**src/rtl/slp_pkg.sv**
```systemverilog
package slp_pkg;
    typedef enum logic [1:0] {
        ST_RUN        = 2'd0,
        ST_SLEEP_NOW  = 2'd1,
        ST_SLEEP_EXIT = 2'd2
    } slp_state_e;
endpackage

```
**src/rtl/slp_ctrl_regs.sv**
```systemverilog
module slp_ctrl_regs #(
    parameter int ADDR_W    = 4,
    parameter int DATA_W    = 8,
    parameter int CTRL_ADDR = 4,
    parameter int SOE_POS   = 1,
    parameter int DEEP_POS  = 2
) (
    input  logic              clk,
    input  logic              rst_n,
    input  logic              wr_en,
    input  logic [ADDR_W-1:0] wr_addr,
    input  logic [DATA_W-1:0] wr_data,
    output logic              soe_en,
    output logic              deep_en
);
    localparam logic [ADDR_W-1:0] CTRL_A = ADDR_W'(CTRL_ADDR);

    logic hit;
    assign hit = wr_en && (wr_addr == CTRL_A);

    always_ff @(posedge clk or negedge rst_n) begin
        if (!rst_n) begin
            soe_en  <= 1'b0;
            deep_en <= 1'b0;
        end else if (hit) begin
            soe_en  <= wr_data[SOE_POS];
            deep_en <= wr_data[DEEP_POS];
        end
    end


    ctrl_write_chk: assert property (@(posedge clk) disable iff (!rst_n)
        (wr_en && wr_addr == CTRL_A) |=> (soe_en == $past(wr_data[SOE_POS]) && deep_en == $past(wr_data[DEEP_POS])));


    ctrl_hold_chk: assert property (@(posedge clk) disable iff (!rst_n)
        !(wr_en && wr_addr == CTRL_A) |=> ($stable(soe_en) && $stable(deep_en)));
endmodule

```
**src/rtl/slp_evt_latch.sv**
```systemverilog
module slp_evt_latch (
    input  logic clk,
    input  logic rst_n,
    input  logic set_i,
    input  logic clr_i,
    output logic latch_q
);
    always_ff @(posedge clk or negedge rst_n) begin
        if (!rst_n)
            latch_q <= 1'b0;
        else if (clr_i)
            latch_q <= 1'b0;
        else if (set_i)
            latch_q <= 1'b1;
    end


    latch_clear_chk: assert property (@(posedge clk) disable iff (!rst_n)
        clr_i |=> !latch_q);


    latch_set_chk: assert property (@(posedge clk) disable iff (!rst_n)
        (set_i && !clr_i) |=> latch_q);
endmodule

```
**src/rtl/slp_fsm.sv**
```systemverilog
module slp_fsm
    import slp_pkg::*;
(
    input  logic clk,
    input  logic rst_n,
    input  logic req_wfi,
    input  logic req_wfe,
    input  logic exc_ret,
    input  logic exc_ret_base,
    input  logic wake_irq,
    input  logic evt_in,
    input  logic dbg_req,
    input  logic soe_en,
    input  logic deep_en,
    input  logic evt_latch,
    output logic evt_set,
    output logic evt_clr,
    output logic sleeping,
    output logic sleep_deep,
    output logic hold_unstack,
    output logic hold_stack
);
    slp_state_e state_q, state_d;
    logic       wfe_mode_q, wfe_mode_d;
    logic       exit_req, evt_seen;

    assign exit_req = exc_ret && exc_ret_base && soe_en;
    assign evt_seen = evt_latch || evt_in;

    // next state
    always_comb begin
        state_d    = state_q;
        wfe_mode_d = wfe_mode_q;
        evt_clr    = 1'b0;
        unique case (state_q)
            ST_RUN: begin
                if (req_wfe && !exit_req && !req_wfi && evt_seen)
                    evt_clr = 1'b1;
                if (!wake_irq) begin
                    if (exit_req) begin
                        state_d    = ST_SLEEP_EXIT;
                        wfe_mode_d = 1'b0;
                    end else if (req_wfi) begin
                        state_d    = ST_SLEEP_NOW;
                        wfe_mode_d = 1'b0;
                    end else if (req_wfe && !evt_seen) begin
                        state_d    = ST_SLEEP_NOW;
                        wfe_mode_d = 1'b1;
                    end
                end
            end
            ST_SLEEP_NOW: begin
                if (wake_irq || dbg_req || (wfe_mode_q && evt_in)) begin
                    state_d    = ST_RUN;
                    wfe_mode_d = 1'b0;
                end
            end
            ST_SLEEP_EXIT: begin
                if (wake_irq || dbg_req)
                    state_d = ST_RUN;
            end
            default: state_d = ST_RUN;
        endcase
    end

    assign evt_set = evt_in && !(state_q == ST_SLEEP_NOW && wfe_mode_q);

    // state register
    always_ff @(posedge clk or negedge rst_n) begin
        if (!rst_n) begin
            state_q    <= ST_RUN;
            wfe_mode_q <= 1'b0;
        end else begin
            state_q    <= state_d;
            wfe_mode_q <= wfe_mode_d;
        end
    end

    // registered outputs
    always_ff @(posedge clk or negedge rst_n) begin
        if (!rst_n) begin
            sleeping     <= 1'b0;
            sleep_deep   <= 1'b0;
            hold_unstack <= 1'b0;
            hold_stack   <= 1'b0;
        end else begin
            sleeping     <= (state_d != ST_RUN);
            sleep_deep   <= (state_d != ST_RUN) && deep_en;
            hold_unstack <= (state_q == ST_RUN) && (state_d == ST_SLEEP_EXIT);
            hold_stack   <= (state_q == ST_SLEEP_EXIT) && (state_d == ST_RUN) && wake_irq;
        end
    end


    wake_release_chk: assert property (@(posedge clk) disable iff (!rst_n)
        (state_q != ST_RUN && wake_irq) |=> (!sleeping && !sleep_deep));


    no_entry_pending_chk: assert property (@(posedge clk) disable iff (!rst_n)
        (state_q == ST_RUN && wake_irq) |=> !sleeping);


    deep_gate_chk: assert property (@(posedge clk) disable iff (!rst_n)
        sleep_deep |-> (sleeping && $past(deep_en)));


    hold_stack_src_chk: assert property (@(posedge clk) disable iff (!rst_n)
        hold_stack |-> ($past(state_q) == ST_SLEEP_EXIT && !sleeping && $past(wake_irq)));


    hold_unstack_pulse_chk: assert property (@(posedge clk) disable iff (!rst_n)
        hold_unstack |=> !hold_unstack);


    wfi_ignores_evt_chk: assert property (@(posedge clk) disable iff (!rst_n)
        (state_q == ST_SLEEP_NOW && !wfe_mode_q && !wake_irq && !dbg_req) |=> sleeping);
endmodule

```
**src/rtl/slp_mode_ctrl.sv**
```systemverilog
module slp_mode_ctrl #(
    parameter int ADDR_W    = 4,
    parameter int DATA_W    = 8,
    parameter int CTRL_ADDR = 4,
    parameter int SOE_POS   = 1,
    parameter int DEEP_POS  = 2
) (
    input  logic              clk,
    input  logic              rst_n,
    input  logic              req_wfi,
    input  logic              req_wfe,
    input  logic              exc_ret,
    input  logic              exc_ret_base,
    input  logic              wake_irq,
    input  logic              evt_in,
    input  logic              dbg_req,
    input  logic              reg_wr_en,
    input  logic [ADDR_W-1:0] reg_wr_addr,
    input  logic [DATA_W-1:0] reg_wr_data,
    output logic              sleeping,
    output logic              sleep_deep,
    output logic              hold_unstack,
    output logic              hold_stack
);
    logic soe_en, deep_en, evt_latch, evt_set, evt_clr;

    slp_ctrl_regs #(
        .ADDR_W(ADDR_W), .DATA_W(DATA_W), .CTRL_ADDR(CTRL_ADDR),
        .SOE_POS(SOE_POS), .DEEP_POS(DEEP_POS)
    ) u_regs (
        .clk(clk), .rst_n(rst_n),
        .wr_en(reg_wr_en), .wr_addr(reg_wr_addr), .wr_data(reg_wr_data),
        .soe_en(soe_en), .deep_en(deep_en)
    );

    slp_evt_latch u_evt (
        .clk(clk), .rst_n(rst_n),
        .set_i(evt_set), .clr_i(evt_clr), .latch_q(evt_latch)
    );

    slp_fsm u_fsm (
        .clk(clk), .rst_n(rst_n),
        .req_wfi(req_wfi), .req_wfe(req_wfe),
        .exc_ret(exc_ret), .exc_ret_base(exc_ret_base),
        .wake_irq(wake_irq), .evt_in(evt_in), .dbg_req(dbg_req),
        .soe_en(soe_en), .deep_en(deep_en), .evt_latch(evt_latch),
        .evt_set(evt_set), .evt_clr(evt_clr),
        .sleeping(sleeping), .sleep_deep(sleep_deep),
        .hold_unstack(hold_unstack), .hold_stack(hold_stack)
    );


    dbg_no_restack_chk: assert property (@(posedge clk) disable iff (!rst_n)
        (sleeping && dbg_req && !wake_irq) |=> (!sleeping && !hold_stack));
endmodule

```
**config.mk**
```make
export PLATFORM = sky130hd
export DESIGN_NAME = slp_mode_ctrl
export DESIGN_NICKNAME = d
export VERILOG_FILES = /design/src/rtl/slp_pkg.sv /design/src/rtl/slp_ctrl_regs.sv /design/src/rtl/slp_evt_latch.sv /design/src/rtl/slp_fsm.sv /design/src/rtl/slp_mode_ctrl.sv
export SDC_FILE = /design/constraint.sdc
export NUM_CORES = 1
export LEC_CHECK = 0
export CAP_MARGIN = 5
export CELL_PAD_IN_SITES_DETAIL_PLACEMENT = 1
export CELL_PAD_IN_SITES_GLOBAL_PLACEMENT = 1
export CORE_ASPECT_RATIO = 0.9
export CORE_MARGIN = 2
export CORE_UTILIZATION = 29
export CTS_CLUSTER_DIAMETER = 50
export DETAILED_ROUTE_END_ITERATION = 16
export PLACE_DENSITY_LB_ADDON = 0.1
export SYNTH_ARGS = -nofsm -noshare
export SYNTH_HDL_FRONTEND = slang
export SYNTH_SLANG_ARGS = --single-unit
export TNS_END_PERCENT = 5
```
**constraint.sdc**
```tcl
create_clock -name clk -period 3.1 [get_ports clk]
set_input_delay 0.775 -clock clk [delete_from_list [all_inputs] [get_ports clk]]
set_output_delay 0.775 -clock clk [all_outputs]
set_load 0.05 [all_outputs]
```
# ---- Yosys cells after proc, flatten, opt, wreduce, memory -nomap -nowiden
# Index checks and enable logic that the tools add are counted.
dict set report totals {
  ff_bits 10
  inputBits 22
  out_inout_bits 4
  word_cells 60
}
dict set report classes {
  n_eq_ne 7
  n_mux 17
  reduce_logical 27
}
# op n
set op_table {}
lappend op_table {{1-bit logical AND} 14}
lappend op_table {{2-bit two-way mux} 6}
lappend op_table {{1-bit two-way mux} 9}
lappend op_table {{2-bit one-hot mux with 3 select lines} 1}
lappend op_table {{2-bit nonzero test} 3}
lappend op_table {{2-bit equality test (second input constant)} 2}
lappend op_table {{4-bit by 3-bit equality test with 1-bit output (second input constant)} 1}
lappend op_table {{1-bit logical NOT} 4}
lappend op_table {{2-bit logical NOT} 2}
lappend op_table {{4-bit by 2-bit inequality test with 1-bit output (second input constant)} 1}
lappend op_table {{4-bit AND reduction} 1}
lappend op_table {{1-bit logical OR} 3}
lappend op_table {{2-bit by 1-bit equality test with 1-bit output (second input constant)} 1}
lappend op_table {{2-bit by 1-bit inequality test with 1-bit output (second input constant)} 1}
lappend op_table {{2-bit inequality test (second input constant)} 1}
lappend op_table {{1-bit one-hot mux with 2 select lines} 1}

# ---- Logic depth before layout (Yosys ltp)
dict set report depth {
  ltp_word 11
  depth_mapped 4
  ltp_nobuf 3
}

# ---- Modules after synthesis
# Synthesis repeated with hierarchy kept, for this count alone.
dict set report hier_totals {
  hier_cells 42
  hier_area_um2 474.2
}
# mod n_inst cells_each area_per_inst_um2 seq_area_each_um2
set modules_own_cells {}
lappend modules_own_cells {slp_fsm 1 34 352.8 175.2}
lappend modules_own_cells {slp_ctrl_regs 1 6 86.3 50.0}
lappend modules_own_cells {slp_evt_latch 1 2 35.0 25.0}

# ---- Worst setup path after synthesis
# No wires, ideal clock.
dict set report synth_path {
  path_type {in2reg}
  from {in reg_wr_addr[1]}
  to {reg u_regs.deep_en}
  setup_ns 0.128
  arrival_time_ns 1.422
  required_ns 2.972
  slack_ns 1.551
  stages 2
  n_path_buf 0
  cell_sequence {nor4_2 mux2_1}
}
dict set report synth_via {
  elab_chain_cells 2
}
# element line
set synth_lines {}
lappend synth_lines {{start: declaration} slp_mode_ctrl.sv:18} ;# input logic [ADDR_W-1:0] reg_wr_addr,
lappend synth_lines {{4-bit by 3-bit equality test with 1-bit output} slp_ctrl_regs.sv:19} ;# assign hit = wr_en && (wr_addr == CTRL_A);
lappend synth_lines {{1-bit logical AND} slp_ctrl_regs.sv:19}
lappend synth_lines {{end signal: assignment} slp_ctrl_regs.sv:27} ;# deep_en <= wr_data[DEEP_POS];
lappend synth_lines {{end: declaration} slp_ctrl_regs.sv:14} ;# output logic deep_en
# No other way between the ends.
# A chain may end at the register's enable or synchronous reset.

# ---- Final worst setup path
dict set report layout_path {
  from {reg u_fsm.sleep_deep}
  to {out sleep_deep}
}
# element line
set layout_rtl {}
lappend layout_rtl {{start: declaration} slp_fsm.sv:19} ;# output logic sleep_deep,
lappend layout_rtl {{start signal: assignment} slp_fsm.sv:88} ;# sleep_deep <= (state_d != ST_RUN) && deep_en;
lappend layout_rtl {{end: declaration} slp_mode_ctrl.sv:21} ;# output logic sleep_deep,
# No word-level cell between the ends.

==> metrics.log <==
[metrics] antenna cell count: 0
[metrics] final setup skew: ~0.0022 ns
[metrics] grt met3 use: under 10%
[metrics] Max transition margin: 67.1%
[metrics] Placed Instances: 88
[metrics] Post-Synthesis Cells: between 40 and 50
[metrics] timing-limited maximum frequency: 467 MHz
[metrics] global route overflow: 0
[metrics] endpoint required time on the critical path: 2.32 ns
[metrics] maximum level of the CTS H-tree: 1
[metrics] layer with the highest usage after global routing: met2
[metrics] aggregate negative setup slack: 0 ns
[metrics] ratio of final minimum period to clock period: ~69%
[metrics] Yosys warnings: 0
[metrics] CTS tree: done
[metrics] mean routed wirelength per cell: 11.8 um
[metrics] maximum buffer depth of the clock tree: 2
[metrics] Yosys reg bits: 10
[metrics] RSZ-0062 raised after global routing: no
[metrics] proportion of layout cells with a drive suffix above 1: 11.9%
[metrics] Cell variety after synth: 23
[metrics] total nets after synthesis: 68
[metrics] initial standard-cell utilization of the core: 30.1%
[metrics] number of antenna violations at the first check in global routing: 0
[metrics] post-route DRC violation count: 0
[metrics] FP Rows: 14
[metrics] kind of end point of the critical path: output port
[metrics] Vert. Die Dim: 43.2 um
[metrics] DRT antenna net count: 0
[metrics] shortest period the worst path allows: 2.14 ns
[metrics] endpoint arrival time on the critical path: 1.37 ns
[metrics] Pre-antenna DRT Iters: 3
[metrics] peak supply drop: 0.242 mV
[metrics] Syn Std Cell Area: approximately 500 sq um
[metrics] clock latency at the later pin of the worst-skew pair: 0.26 ns
[metrics] leading cell type in the layout, fill and taps excluded: sky130_fd_sc_hd__clkdlybuf4s50_1
[metrics] final non-filler cell total: 91
[metrics] overall track demand over capacity in global routing: 12.9%
[metrics] final layout net count: 91
[metrics] type of origin of the critical path: flop
[metrics] master cell of the clock root buffer: sky130_fd_sc_hd__clkbuf_4
[metrics] FF-to-FF setup slack: 1.91 ns
[metrics] post-CTS resize count: 0
[metrics] worst path buffer plus inverter count: 1
[metrics] number of global-route vias before repair: 411
[metrics] setup ws final: 0.960 ns
[metrics] weighted congestion reported at the end of routability-driven placement: 0.679
[metrics] met2 capacity usage during global routing: a little under a fifth
[metrics] die outline width: about 48 um
[metrics] via-per-instance ratio: 4.78
[metrics] area of the die: 0.00206 sq mm
[metrics] max capacitance violation total: 0
[metrics] worst hold slack: around 0.54 ns
[metrics] filler cell count in the final layout: 203
[metrics] post-DP HPWL: 902 um
[metrics] maximum number of pins on one net before global-route repair: 11
[metrics] worst slack at placement: 1.07 ns
[metrics] number of ports placed on the die boundary: 26
[metrics] number of pins with negative max-slew slack in the final report: 0
[metrics] worst setup path class: flop to output port
[metrics] worst hold-check path type: flop to flop
[metrics] Seq/Total Area, Yosys: 50.5%
[metrics] Tightest Pin Transition: 0.492 ns
[metrics] largest fanout on the critical path: 1
[metrics] leakage power: approximately 0.29 nW
[metrics] global-route met1 utilization: 15.8%
[metrics] Mapped Avg Cell Area: between 10 and 15 sq um
[metrics] count of final hold-check violations: 0
[metrics] total length of routed wires: 1080 um
[metrics] CTS sink count: 10
[metrics] # Post-CTS Setup Buffers: 0
[metrics] total setup violations reported at the end of the flow: 0
[metrics] clock-pin slew of the registers on the worst-case setup and hold paths: 0.06 ns
[metrics] number of buffers added on ports: 19
[metrics] hold buffers post-CTS: 0
[metrics] CP top delay family: buffers and inverters
[metrics] power density of the placed cells: 432 mW/mm^2
[metrics] status: complete, no violations
[metrics] crit-path max cell delay: 0.79 ns
[metrics] area delta synth->final: 47.5%
[metrics] highest-delay cell along the critical path: sky130_fd_sc_hd__clkdlybuf4s50_1
[metrics] vias: 435
[metrics] placeable core region: between 0.0015 and 0.002 sq mm
[metrics] commonest cells after routing, fill and taps aside: sky130_fd_sc_hd__clkdlybuf4s50_1, sky130_fd_sc_hd__dfrtp_1, sky130_fd_sc_hd__nand2_1
[metrics] wire length of the first global-routing pass: 1810 um
[metrics] ordered list of cells on the worst path: clkdlybuf4s50_1
[metrics] number of CTS-inserted buffers: 3
[metrics] violation count after the first detailed-route iteration: 2
==> layer usage <==
layer  part of all wire [%]  vias to the layer above
li1                       -                      219
met1                     44                      201
met2                     47                       15
met3                    9.0                        0
met4                      0                        0
met5                      0                        -
==> Yosys cell counts <==
cell                       count  area [sq um]
sky130_fd_sc_hd__a31o_2        1          8.76
sky130_fd_sc_hd__nand3_1       2          10.0
sky130_fd_sc_hd__nand3b_1      1          7.51
sky130_fd_sc_hd__nor2b_1       2          12.5
sky130_fd_sc_hd__o311ai_0      1          8.76
sky130_fd_sc_hd__mux2_2        1          11.3
sky130_fd_sc_hd__nor4_2        1          12.5
sky130_fd_sc_hd__and2b_1       1          7.51
sky130_fd_sc_hd__a32oi_1       1          8.76
sky130_fd_sc_hd__nor2_1        3          11.3
sky130_fd_sc_hd__o21ai_0       2          10.0
sky130_fd_sc_hd__nand2_1       4          15.0
sky130_fd_sc_hd__o31ai_1       2          15.0
sky130_fd_sc_hd__nor3b_2       1          12.5
sky130_fd_sc_hd__buf_4         1          7.51
sky130_fd_sc_hd__nor3_2        1          10.0
sky130_fd_sc_hd__o211ai_1      2          15.0
sky130_fd_sc_hd__a21oi_1       3          15.0
sky130_fd_sc_hd__mux2_1        2          22.5
sky130_fd_sc_hd__and2_1        1          6.26
sky130_fd_sc_hd__a31oi_1       2          12.5
sky130_fd_sc_hd__dfrtp_1      10           250
sky130_fd_sc_hd__nor3_1        1          5.00
==> registers in the layout, summed over array words and instances (netlist names) <==
name / flops
u_regs.soe_en: 1
u_fsm.state_q: 2
u_fsm.hold_stack: 1
u_fsm.sleep_deep: 1
u_fsm.sleeping: 1
u_evt.latch_q: 1
u_fsm.hold_unstack: 1
u_fsm.wfe_mode_q: 1
u_regs.deep_en: 1
==> area by class of cell <==
cell class              instances  area (sq um)  share of cell area [%]
flip-flops and latches         10           250                    34.2
multi-input cells              35           238                    32.5
well taps                      24          30.0                    4.11
repair buffers                 19           190                    26.0
clock buffers                   3          22.5                    3.08
==> power by group <==
| part | leakage [nW] | switching (mW) | internal (mW) |
|---|---|---|---|
| Combinational | 0.143 | 0.0363 | 0.0384 |
| Sequential | 0.130 | 0.0138 | 0.145 |
| Clock | 0.0138 | 0.0380 | 0.0445 |
| Total | 0.286 | 0.0881 | 0.227 |
==> logic make-up after synthesis <==
family | Yosys count | synth area share [%]
buf+inv | 1 | 1.52
flops | 10 | 50.5
mux | 3 | 6.82
compound gates | 14 | 18.9
simple gates | 18 | 22.2
==> through the flow <==
stage / utilization (%) / area [sq um] / total power, mW
2_1_floorplan: - / 495 / 0.197
6_report: 44.4 / 731 / 0.316
3_5_place_dp: 43.0 / 708 / 0.236
5_1_grt: 44.4 / 731 / 0.338
4_1_cts: 44.4 / 731 / 0.321
3_3_place_gp: 43.0 / 708 / 0.235
==> path summary, 6_finish.rpt <==
kind	cells after the start	to	startpoint
worst min-delay path	1	u_regs.deep_en$_DFFE_PN0P_	u_regs.deep_en$_DFFE_PN0P_
worst max register to register	3	u_fsm.sleep_deep$_DFF_PN0_	u_fsm.state_q[0]$_DFF_PN0_
max in group asynchronous	1	u_fsm.sleep_deep$_DFF_PN0_	rst_n
worst min register to register	1	u_regs.deep_en$_DFFE_PN0P_	u_regs.deep_en$_DFFE_PN0P_
min in group asynchronous	1	u_regs.deep_en$_DFFE_PN0P_	rst_n
worst max-delay path	1	sleep_deep	u_fsm.sleep_deep$_DFF_PN0_
Note: power is estimated with default switching activity, not from simulation.
